**src/rtl/sp_round_stage.sv**
```systemverilog
module sp_round_stage #(
  parameter int FRAC_W = 53,
  parameter int KEEP_W = 24,
  parameter int EXP_W  = 12
) (
  input  logic              clk,
  input  logic              rst_n,
  input  logic              sign_in,
  input  logic [EXP_W-1:0]  exp_in,
  input  logic [FRAC_W-1:0] frac_in,
  input  logic              g_in,
  input  logic              r_in,
  input  logic              x_in,
  input  logic [1:0]        mode_in,
  output logic [FRAC_W-1:0] frac_out,
  output logic [EXP_W-1:0]  exp_out,
  output logic              inexact_out
);
  localparam int LSB_P = FRAC_W - KEEP_W;
  localparam int GRD_P = LSB_P - 1;
  localparam int RND_P = LSB_P - 2;
  localparam int TAIL_W = LSB_P - 2;

  logic [KEEP_W-1:0] kept;
  logic              guard, rnd, sticky, lsb, loose, inc;
  logic [KEEP_W:0]   sum;
  logic [KEEP_W-1:0] next_kept;
  logic [EXP_W-1:0]  next_exp;

  assign kept   = frac_in[FRAC_W-1:LSB_P];
  assign lsb    = frac_in[LSB_P];
  assign guard  = frac_in[GRD_P];
  assign rnd    = frac_in[RND_P];
  assign sticky = (|frac_in[TAIL_W-1:0]) | g_in | r_in | x_in;
  assign loose  = guard | rnd | sticky;

  always_comb begin
    case (mode_in)
      2'b00:   inc = guard & (lsb | rnd | sticky);
      2'b10:   inc = ~sign_in & loose;
      2'b11:   inc = sign_in & loose;
      default: inc = 1'b0;
    endcase
  end

  assign sum       = {1'b0, kept} + {{KEEP_W{1'b0}}, inc};
  assign next_kept = sum[KEEP_W] ? sum[KEEP_W:1] : sum[KEEP_W-1:0];
  assign next_exp  = exp_in + {{(EXP_W-1){1'b0}}, sum[KEEP_W]};

  always_ff @(posedge clk or negedge rst_n) begin
    if (!rst_n) begin
      frac_out    <= '0;
      exp_out     <= '0;
      inexact_out <= 1'b0;
    end else begin
      frac_out    <= {next_kept, {LSB_P{1'b0}}};
      exp_out     <= next_exp;
      inexact_out <= loose;
    end
  end

  assert_rtz_holds_R6: assert property (@(posedge clk) disable iff (!rst_n)
    ($past(rst_n) && $past(mode_in) == 2'b01) |->
      (frac_out[FRAC_W-1:LSB_P] == $past(frac_in[FRAC_W-1:LSB_P]) && exp_out == $past(exp_in)));

  assert_pinf_neg_holds_R7: assert property (@(posedge clk) disable iff (!rst_n)
    ($past(rst_n) && $past(mode_in) == 2'b10 && $past(sign_in)) |->
      (frac_out[FRAC_W-1:LSB_P] == $past(frac_in[FRAC_W-1:LSB_P])));

  assert_minf_pos_holds_R8: assert property (@(posedge clk) disable iff (!rst_n)
    ($past(rst_n) && $past(mode_in) == 2'b11 && !$past(sign_in)) |->
      (frac_out[FRAC_W-1:LSB_P] == $past(frac_in[FRAC_W-1:LSB_P])));

  assert_exact_passes_R11: assert property (@(posedge clk) disable iff (!rst_n)
    ($past(rst_n) && !inexact_out) |->
      (frac_out[FRAC_W-1:LSB_P] == $past(frac_in[FRAC_W-1:LSB_P]) && exp_out == $past(exp_in)));

  assert_carry_shape_R9: assert property (@(posedge clk) disable iff (!rst_n)
    ($past(rst_n) && exp_out != $past(exp_in)) |->
      (frac_out[FRAC_W-1] && $countones(frac_out) == 1));
endmodule

```
**config.mk**
```make
export PLATFORM = sky130hd
export DESIGN_NAME = sp_round_stage
export DESIGN_NICKNAME = d
export VERILOG_FILES = /design/src/rtl/sp_round_stage.sv
export SDC_FILE = /design/constraint.sdc
export NUM_CORES = 1
export LEC_CHECK = 0
export ABC_AREA = 1
export BUFFER_PORTS_ARGS = -buffer_cell sky130_fd_sc_hd__buf_2
export CORE_UTILIZATION = 48
export DETAILED_ROUTE_END_ITERATION = 16
export PLACE_DENSITY_LB_ADDON = 0.05
export SLEW_MARGIN = 40
export SYNTH_ARGS = -nofsm -noshare
export SYNTH_HDL_FRONTEND = slang
export SYNTH_SLANG_ARGS = --single-unit
```
**constraint.sdc**
```tcl
create_clock -name clk -period 0.8 [get_ports clk]
set_input_delay 0.08 -clock clk [delete_from_list [all_inputs] [get_ports clk]]
set_output_delay 0.08 -clock clk [all_outputs]
set_load 0.01 [all_outputs]
```
==> results.md <==
- Worst path most repeated cell: nand2_2
- Via Count: between 3000 and 4000
- Critical path data required time: 1.00 ns
- CP top delay family: simple AND/OR/NAND/NOR gates
- P&R area growth vs syn: 84.0%
- Vias per cell: 5.98
- Final setup margin: -1.78 ns
- CTS Sinks: 37
- Share of cells above drive strength 1: slightly above 60%
- CTS root buffer: clkbuf_8
- Minimum clock period: approximately 2.6 ns
- Crit-path max cell delay: around 0.22 ns
- Die H: ~73 µm
- DP Worst Slack: -1.82 ns
- Placed cell count: between 500 and 600
- Final Instance Count excl. Fillers: 596
- Max-cap viol count: 0
- RSZ-0062 raised after global routing: yes
- H-tree depth: 2
- Crit path kind: in2reg
- Total Negative Setup Slacks: -58.37 ns
- Status: complete, but fails checks
- FF+latch count, synth: 37
- Post-synth EDFFs: 0
- Failing checks: setup timing
- Chip width: slightly above 70 µm
- Fmax: a little under 0.4 GHz
- Site Rows: 25
- Crit path DAT: roughly 2.8 ns
- Gr ovfl total: 0
- Post-Syn Area: 2400 µm²
- Final hold violations: 0
- Die area: approximately 5300 µm²
- Worst VDD drop: 0.748 mV
- CP Buf/Inv Count: 3
- Slew Limit Fails: 0
- Slowest stage cell, crit path: nor3_4
- Num CTS Buffers: 5
- ANT nets after route: 0
- Routability Congestion: ~0.9
- Critical Path Sink Type: register
- YS warnings: 0
- Initial antenna violation count: 2
- Final setup vio count: 74
- Multi-input logic area: 1570 µm²
- Sequential area share after synthesis: 38.5%
- First-pass GRT wire length: 15000 µm
- DRT Pass-1 Iters: 8
- CTS tree: yes
- WL final: 14100 µm
- Unique cell type count in the Yosys netlist: 28
- DP HPWL: 5400 µm
- Port Buf Inserts: between 100 and 150
- Final layout net count: around 600
- Worst Hold Class: in2reg
- Tcrit/Tclk final: 323%
- LEAKAGE: 2.34 nW
- Number of global-route vias before repair: 3139
- Mapped Cells: 311
- WL/cell: 23.7 µm
- Fill count: approximately 170
- Reg area: around 930 µm²
- Crit path cell chain: buf_2 > inv_2 > nand2_2 > nor2_2 > nand2_2 > nor2_4 > nand3_2 > nand2_2 > nand2_2 > ha_4 > ha_4 > nand2_4 > inv_4 > nand2_4 > nor2_4 > nand3b_4 > nor2_4 > ha_4 > nand3_4 > nor3_4 > nand3_2 > o21ai_2 > nand2_1
- Most frequent cells in the layout: 88 x buf_2, 79 x buf_4, 41 x nand2_1
- PwrDens: ~1200 nW/µm²
- Fin area: approximately 4400 µm²
- Critical Path Source Type: input pin
- DRC Markers: 0
- Commonest non-fill, non-tap cell in the layout: buf_2
- Core area: 4790 µm²
- Synthesized area per cell: 7.73 µm²
- CTS Buffer Depth: 2
- Initial Utilization: 50.2%
- Initial drt markers: 535
- Largest net degree at the start of global routing: 38
- Ys flop type: dfrtp_1
- Gr usage total: 38.6%
- Post-DP Area: roughly 3600 µm²
- Async SR Flop Fraction: between 90% and 100%
- Clock-pin slew on the worst setup and hold paths: 0.11 ns
- Crit path max fanout: 3
- I/O pin total: approximately 140
metrics by stage:
step                      total power [mW]  utilization [%]  hold WS [ns]
after CTS                             4.79             85.9        0.0264
after floorplan                       2.54                -        -0.216
after global routing                  5.48             92.5       0.00782
after global placement                3.05             74.7        0.0583
after detailed placement              3.07             74.7        0.0568
final                                 5.38             92.5        0.0150
routing by layer:
layer	track usage (%)	vias to the layer above	share of wire (%)
met4	29.2	4	12
li1	-	1327	-
met5	0	-	0.37
met3	14.6	185	14
met2	67.4	451	44
met1	36.6	1595	30
state kept, by name, indices dropped and copies added (netlist names):
| signal | cells |
|---|---|
| exp_out | 12 |
| frac_out | 24 |
| inexact_out | 1 |
synthesized netlist by cell type, types with 5 or more instances:
cell	instances	area, µm²
dfrtp_1	37	926
nand3_1	21	105
nor3_1	5	25.0
nand4_1	6	37.5
xor2_1	12	105
buf_4	29	218
xnor2_1	8	70.1
inv_1	45	169
nor2_1	41	154
nand2_1	62	233
cell families (layout without fill, tap and decap cells):
logic type / after synthesis / count (layout) / synth area share (%)
and+or+nand+nor: 161 / 161 / 32.7
buffers and inverters: 78 / 267 / 17.0
DFF: 37 / 37 / 38.5
xor gates and xnor gates: 20 / 20 / 7.28
AOI/OAI and AO/OA: 10 / 10 / 2.24
adders and majority gates: 4 / 4 / 2.08
other: 1 / 30 / 0.156
worst paths after layout:
check                      slack (ns)                      to   startpoint  cells after the start
setup / recovery                -1.78    exp_out[9]$_DFF_PN0_  frac_in[18]                     23
hold / removal                   0.02    exp_out[0]$_DFF_PN0_    exp_in[0]                      2
max in group asynchronous        0.27  frac_out[47]$_DFF_PN0_        rst_n                      3
min in group asynchronous        0.30    exp_out[5]$_DFF_PN0_        rst_n                      3
area by class of cell:
class	instances	area share, %
Antenna cell	1	0.0565
Inverter	48	4.18
Multi-Input combinational cell	224	35.4
Clock buffer	5	1.55
Clock inverter	3	1.05
Sequential cell	37	20.9
Timing Repair Buffer	211	34.9
Tap cell	67	1.89
what timing repair did:
item	in CTS	in global routing
pin swaps	32	36
endpoints found under the setup margin	73	74
buffers inserted	20	10
endpoints found under the hold margin	39	0
resized for setup	64	76
hold buffers	3	0
gates cloned	0	0
power by group:
part	internal (mW)	switching, mW	total, mW
registers	1.97	0.0571	2.03
logic	0.661	0.845	1.51
clock network	0.937	0.908	1.85
total	3.57	1.81	5.38
(Power assumes the default switching activity.)
